### config.mk
export PLATFORM = sky130hd
export DESIGN_NAME = wdk_top
export DESIGN_NICKNAME = d
export VERILOG_FILES = /design/src/rtl/wdk_pkg.sv /design/src/rtl/wdk_decode.sv /design/src/rtl/wdk_fsm.sv /design/src/rtl/wdk_counter.sv /design/src/rtl/wdk_pulse.sv /design/src/rtl/wdk_top.sv
export SDC_FILE = /design/constraint.sdc
export NUM_CORES = 1
export LEC_CHECK = 0
export BUFFER_PORTS_ARGS = -buffer_cell sky130_fd_sc_hd__clkbuf_2
export CORE_AREA = 5 5 85 145
export DETAILED_ROUTE_END_ITERATION = 7
export DIE_AREA = 0 0 90 150
export MAX_ROUTING_LAYER = met4
export PLACE_DENSITY = 0.77
export RECOVER_POWER = 50
export SYNTH_ARGS = -nofsm -noshare
export SYNTH_HDL_FRONTEND = slang
export SYNTH_SLANG_ARGS = --single-unit
### constraint.sdc
create_clock -name clk -period 3.75 [get_ports clk]
set_input_delay 0.375 -clock clk [delete_from_list [all_inputs] [get_ports clk]]
set_output_delay 0.375 -clock clk [all_outputs]
set_load 0.02 [all_outputs]
### src/rtl/wdk_pkg.sv
package wdk_pkg;
  typedef enum logic [2:0] {
    WD_IDLE = 3'd0,
    WD_PRE  = 3'd1,
    WD_LIVE = 3'd2,
    WD_SVC  = 3'd3,
    WD_TRIP = 3'd4
  } wd_state_e;

  typedef struct packed {
    logic wr;
    logic en;
    logic is_arm;
    logic is_go;
  } wd_cmd_t;
endpackage

### src/rtl/wdk_decode.sv
module wdk_decode
  import wdk_pkg::*;
#(
  parameter int DATA_W    = 32,
  parameter int KEY_W     = 16,
  parameter int KEY_LSB   = 16,
  parameter int EN_POS    = 14,
  parameter int MODE_W    = 2,
  parameter logic [MODE_W-1:0] MODE_WDOG = 2'd2,
  parameter logic [KEY_W-1:0]  ARM_KEY   = 16'hA5C6,
  parameter logic [KEY_W-1:0]  GO_KEY    = 16'hDA7E
) (
  input  logic              wr_en,
  input  logic [DATA_W-1:0] wr_data,
  input  logic [MODE_W-1:0] mode,
  input  logic              lo_run,
  input  logic              hi_run,
  output wd_cmd_t           cmd,
  output logic              allowed
);
  localparam int KEY_MSB = KEY_LSB + KEY_W - 1;

  logic [KEY_W-1:0] key;
  logic             unused_bits;

  assign key         = wr_data[KEY_MSB:KEY_LSB];
  assign unused_bits = ^{wr_data[KEY_LSB-1:EN_POS+1], wr_data[EN_POS-1:0]};

  always_comb begin
    cmd.wr     = wr_en;
    cmd.en     = wr_data[EN_POS];
    cmd.is_arm = (key == ARM_KEY);
    cmd.is_go  = (key == GO_KEY);
  end

  assign allowed = (mode == MODE_WDOG) && lo_run && hi_run;
endmodule

### src/rtl/wdk_fsm.sv
module wdk_fsm
  import wdk_pkg::*;
(
  input  logic      clk,
  input  logic      rst_n,
  input  wd_cmd_t   cmd,
  input  logic      allowed,
  input  logic      expired,
  output wd_state_e state,
  output logic      fire,
  output logic      cnt_clr,
  output logic      cnt_run
);
  wd_state_e state_q, state_d;

  always_comb begin
    state_d = state_q;
    fire    = 1'b0;
    cnt_clr = 1'b0;
    unique case (state_q)
      WD_IDLE: begin
        if (cmd.wr && allowed)
          state_d = (cmd.en && cmd.is_arm) ? WD_PRE : WD_IDLE;
      end
      WD_PRE: begin
        if (cmd.wr && allowed) begin
          if (cmd.en && cmd.is_go) begin
            state_d = WD_LIVE;
            cnt_clr = 1'b1;
          end else begin
            state_d = WD_IDLE;
          end
        end
      end
      WD_LIVE, WD_SVC: begin
        if (expired) begin
          state_d = WD_TRIP;
          fire    = 1'b1;
        end else if (cmd.wr) begin
          if (cmd.is_arm) begin
            state_d = WD_SVC;
          end else if (cmd.is_go) begin
            cnt_clr = (state_q == WD_SVC);
            state_d = WD_LIVE;
          end else begin
            state_d = WD_TRIP;
            fire    = 1'b1;
          end
        end
      end
      default: state_d = WD_TRIP;
    endcase
  end

  always_ff @(posedge clk or negedge rst_n) begin
    if (!rst_n) state_q <= WD_IDLE;
    else        state_q <= state_d;
  end

  assign state   = state_q;
  assign cnt_run = (state_q == WD_LIVE) || (state_q == WD_SVC);

  assert_trip_sticky_R9: assert property (@(posedge clk) disable iff (!rst_n)
    (state_q == WD_TRIP) |=> (state_q == WD_TRIP));
  assert_no_skip_arm_R3: assert property (@(posedge clk) disable iff (!rst_n)
    (state_q == WD_IDLE) |=> (state_q == WD_IDLE || state_q == WD_PRE));
  assert_gate_idle_R5: assert property (@(posedge clk) disable iff (!rst_n)
    (state_q == WD_IDLE && !allowed) |=> (state_q == WD_IDLE));
  assert_no_trip_unarmed_R4: assert property (@(posedge clk) disable iff (!rst_n)
    (state_q == WD_IDLE || state_q == WD_PRE) |=> (state_q != WD_TRIP));
endmodule

### src/rtl/wdk_counter.sv
module wdk_counter #(
  parameter int CNT_W = 64
) (
  input  logic             clk,
  input  logic             rst_n,
  input  logic             clr,
  input  logic             run,
  input  logic [CNT_W-1:0] period,
  output logic [CNT_W-1:0] count,
  output logic             expired
);
  logic [CNT_W-1:0] cnt_q;

  always_ff @(posedge clk or negedge rst_n) begin
    if (!rst_n)   cnt_q <= '0;
    else if (clr) cnt_q <= '0;
    else if (run) cnt_q <= cnt_q + CNT_W'(1);
  end

  assign count   = cnt_q;
  assign expired = run && (cnt_q >= period);

  assert_count_step_R3: assert property (@(posedge clk) disable iff (!rst_n)
    (run && !clr) |=> (cnt_q == $past(cnt_q) + CNT_W'(1)));
  assert_count_hold_R9: assert property (@(posedge clk) disable iff (!rst_n)
    (!run && !clr) |=> $stable(cnt_q));
endmodule

### src/rtl/wdk_pulse.sv
module wdk_pulse #(
  parameter int PULSE_LEN = 8
) (
  input  logic clk,
  input  logic rst_n,
  input  logic fire,
  output logic pulse
);
  localparam int PLS_W = $clog2(PULSE_LEN + 1);

  logic [PLS_W-1:0] left_q;

  always_ff @(posedge clk or negedge rst_n) begin
    if (!rst_n)              left_q <= '0;
    else if (fire)           left_q <= PLS_W'(PULSE_LEN);
    else if (left_q != '0)   left_q <= left_q - PLS_W'(1);
  end

  assign pulse = (left_q != '0);

  assert_pulse_origin_R9: assert property (@(posedge clk) disable iff (!rst_n)
    $rose(pulse) |-> $past(fire));
endmodule

### src/rtl/wdk_top.sv
module wdk_top
  import wdk_pkg::*;
#(
  parameter int DATA_W    = 32,
  parameter int CNT_W     = 64,
  parameter int PULSE_LEN = 8
) (
  input  logic              clk,
  input  logic              rst_n,
  input  logic [1:0]        mode_sel,
  input  logic              lo_run,
  input  logic              hi_run,
  input  logic              ctl_wr,
  input  logic [DATA_W-1:0] ctl_wdata,
  input  logic [CNT_W-1:0]  period_i,
  output logic [2:0]        wd_state,
  output logic [CNT_W-1:0]  wd_count,
  output logic              sys_rst_o
);
  wd_cmd_t   cmd;
  wd_state_e st;
  logic      allowed, expired, fire, cnt_clr, cnt_run;

  wdk_decode #(.DATA_W(DATA_W)) u_decode (
    .wr_en(ctl_wr), .wr_data(ctl_wdata), .mode(mode_sel),
    .lo_run(lo_run), .hi_run(hi_run), .cmd(cmd), .allowed(allowed)
  );

  wdk_fsm u_fsm (
    .clk(clk), .rst_n(rst_n), .cmd(cmd), .allowed(allowed), .expired(expired),
    .state(st), .fire(fire), .cnt_clr(cnt_clr), .cnt_run(cnt_run)
  );

  wdk_counter #(.CNT_W(CNT_W)) u_counter (
    .clk(clk), .rst_n(rst_n), .clr(cnt_clr), .run(cnt_run),
    .period(period_i), .count(wd_count), .expired(expired)
  );

  wdk_pulse #(.PULSE_LEN(PULSE_LEN)) u_pulse (
    .clk(clk), .rst_n(rst_n), .fire(fire), .pulse(sys_rst_o)
  );

  assign wd_state = st;

  assert_pulse_only_tripped_R7: assert property (@(posedge clk) disable iff (!rst_n)
    sys_rst_o |-> (wd_state == 3'd4));
endmodule

==> results.yml <==
status:
  outcome: "complete, but fails checks"
  violations: "max-capacitance violations, max-slew violations"
sta:
  hold_viol_final: 0
  finClkSkew_ns: 0.00603
  final.period_utilization_pct: 86.0
  min_period_ns: 3.23
  drv_slew: 72
  hold_ws_ns: 0.336
  relSlewSlack_pct: -19.8
  fin_setup_tns_ns: 0
  worst_slack_ns: 0.523
  rsz0062_at_grt: "no"
  worst_pin_slew_ns: 1.80
  fmax_mhz: 310
  finalSetupViolCount: 0
global_route:
  grt_overflow: 0
  grt_pass1_vias: 5210
  grt_pass1_wl_mm: 24.3
  antenna_found_initial: 0
  grt_usage_pct: 22.4
  grt_max_degree: 72
clock_tree:
  clock_latency_ns: 0.33
  numCtsBuffers: 9
  cts_tree: "built"
  cts.reportedPaths.clkPinSlew_ns: 0.06
  cts_buffer_depth: 2
  cts_setup_buffers: 0
  htreeDepth: 3
  cts.hold.buffers_added: 0
  cts_sinks: 71
  cts_root_buffer: "clkbuf_16"
  cts_resized: 0
route:
  viasPerCell: 5.50
  wl_per_cell_um: 16.2
  first_pass_iters: 4
  drc: 0
  drtIter0Drc: 184
  wirelength_mm: 14.7
  vias: 5001
  ant_nets: 0
layout:
  syn_to_final_growth_pct: 21.7
  regArea_mm2: 0.00178
  final_core_util_pct: 58.8
  nFillCells: 1020
  antenna_cells: 0
  final_common_cell: "clkbuf_2"
  layoutNonFillerInstCount: 909
  drive_gt1_share_pct: 20.7
  final_cell_mix: "clkbuf_2, nor2_1, dfrtp_1"
  design_area_mm2: 0.00650
  nets: 942
  multiInputGateArea_mm2: 0.00321
pwr:
  p_leak_nw: 2.94
  p_per_area_mw_per_mm2: 310
  max-vdd-ir-drop_v: 0.000294
  total_power_mw: 2.01
synth:
  syn-cell-area_mm2: 0.00534
  ys_ff_latch: 71
  syn-num-nets: 784
  postSynth.asyncResetShare_pct: 100
  yosys_warnings: 0
  ys.flop_type: "dfrtp_1"
  yosysUniqueCellTypes: 51
  synth_edf_count: 0
  syn_inst: 614
  seq_area_frac_synth_pct: 33.3
  avgSynthCellArea_um2: 8.70
min_path:
  hp-start: "ctl_wr"
  min-delay-path-class: "primary input to flop"
  min_path_cells: 2
  min_to: "u_fsm.state[1]"
die:
  fp.dieW_um: 90
  initial_utilization_pct: 48.4
  die_h_um: 150
  ios: 171
  core_area_mm2: 0.0110
  rows: 51
  dieArea_mm2: 0.0135
job:
  cap_violations: 1
worst_setup_path:
  crit_path_max_fanout: 64
  crit_type: "flop to flop"
  r2r-end: "u_counter.count[44]"
  ff2ff_path_depth: 9
  rr_startpoint: "u_counter.count[11]"
  reg2reg_setup_slack_ns: 0.52
  arrival_ns: 3.41
  cp.required_ns: 3.94
  start_kind: "flop"
  end_kind: "flop"
place:
  post-place-ws_ns: 0.537
  routabilityCongestion: 0.855
  hpwlAfterDp_mm: 11.7
  dp.cells: 893
  port_buffers: 155
  post_dp_cell_area_mm2: 0.00622
-- worst max-delay path by stage --
stage | to | start
5_1_grt | u_counter.count[18] | u_counter.count[11]
6_report | u_counter.count[44] | u_counter.count[11]
2_1_floorplan | u_counter.count[6] | u_counter.count[0]
3_5_place_dp | u_counter.count[44] | u_counter.count[0]
3_3_place_gp | u_counter.count[10] | period_i[0]
4_1_cts | u_counter.count[44] | u_counter.count[11]
-- worst max-delay path: stages (launching register included) --
cell and delay [ns]:
dfrtp_1 0.46, ha_1 0.35, a21oi_1 0.19, o21ai_0 0.15, a221oi_1 0.45, a21oi_1 0.12
or3_4 0.35, o31ai_4 0.24, buf_4 0.58, nor2_1 0.13
-- cell usage after synthesis, types with 2 or more instances --
library cell	number	area share [%]
nor2_1	82	5.8
dfrtp_1	71	33
inv_1	70	4.9
ha_1	67	16
nand2_1	50	3.5
xor2_1	42	6.9
nand4_1	39	4.6
a21oi_1	29	2.7
nand3_1	29	2.7
xnor2_1	22	3.6
nor3_1	15	1.4
and4_1	10	1.6
o21ai_0	9	0.84
and3_1	6	0.70
buf_6	6	1.3
nor2_2	5	0.59
nor4_1	5	0.59
a211oi_1	4	0.56
a221oi_1	4	0.66
clkbuf_1	4	0.28
or2_2	4	0.47
nor2b_1	3	0.35
a21o_1	2	0.28
a31oi_1	2	0.23
and2_0	2	0.23
and2_1	2	0.23
nand4b_1	2	0.33
nor3b_1	2	0.28
nor4_4	2	0.80
o211ai_1	2	0.28
or2b_2	2	0.33
-- metal layers --
layer	routed length (um)	global-route usage, %	vias up
li1	-	-	2441
met1	5540	23.6	2375
met2	8000	40.1	150
met3	713	4.53	35
met4	433	9.91	0
met5	0	-	-
-- sequential cells by signal, summed over array words and instances, names as in the netlist --
| register | flops |
|---|---|
| u_fsm.state | 3 |
| u_pulse.left_q | 4 |
| u_counter.count | 64 |
-- logic make-up (layout without fill, tap and decap cells) --
group / Yosys count / after routing / share of synthesized area [%]
fa+ha+maj: 67 / 67 / 15.7
buf+inv: 81 / 244 / 6.56
compound gates: 61 / 61 / 7.36
flops: 71 / 71 / 33.3
simple gates: 270 / 270 / 26.6
xor+xnor: 64 / 64 / 10.5
-- where the power goes --
part           total [mW]  switching (mW)  internal [mW]  leakage, nW
Clock               0.924           0.323          0.600        0.156
Sequential          0.814          0.0220          0.791        0.647
Combinational       0.274           0.149          0.125         2.14
-- final cells by class --
class	instances	share of cell area, %
clock buffer	11	3.74
multi-input combinational	462	49.4
timing repair buffer	158	11.6
inverter	70	4.04
sequential	71	27.3
clock inverter	5	1.25
tap	132	2.54
Note: power is estimated with default switching activity, not from simulation.
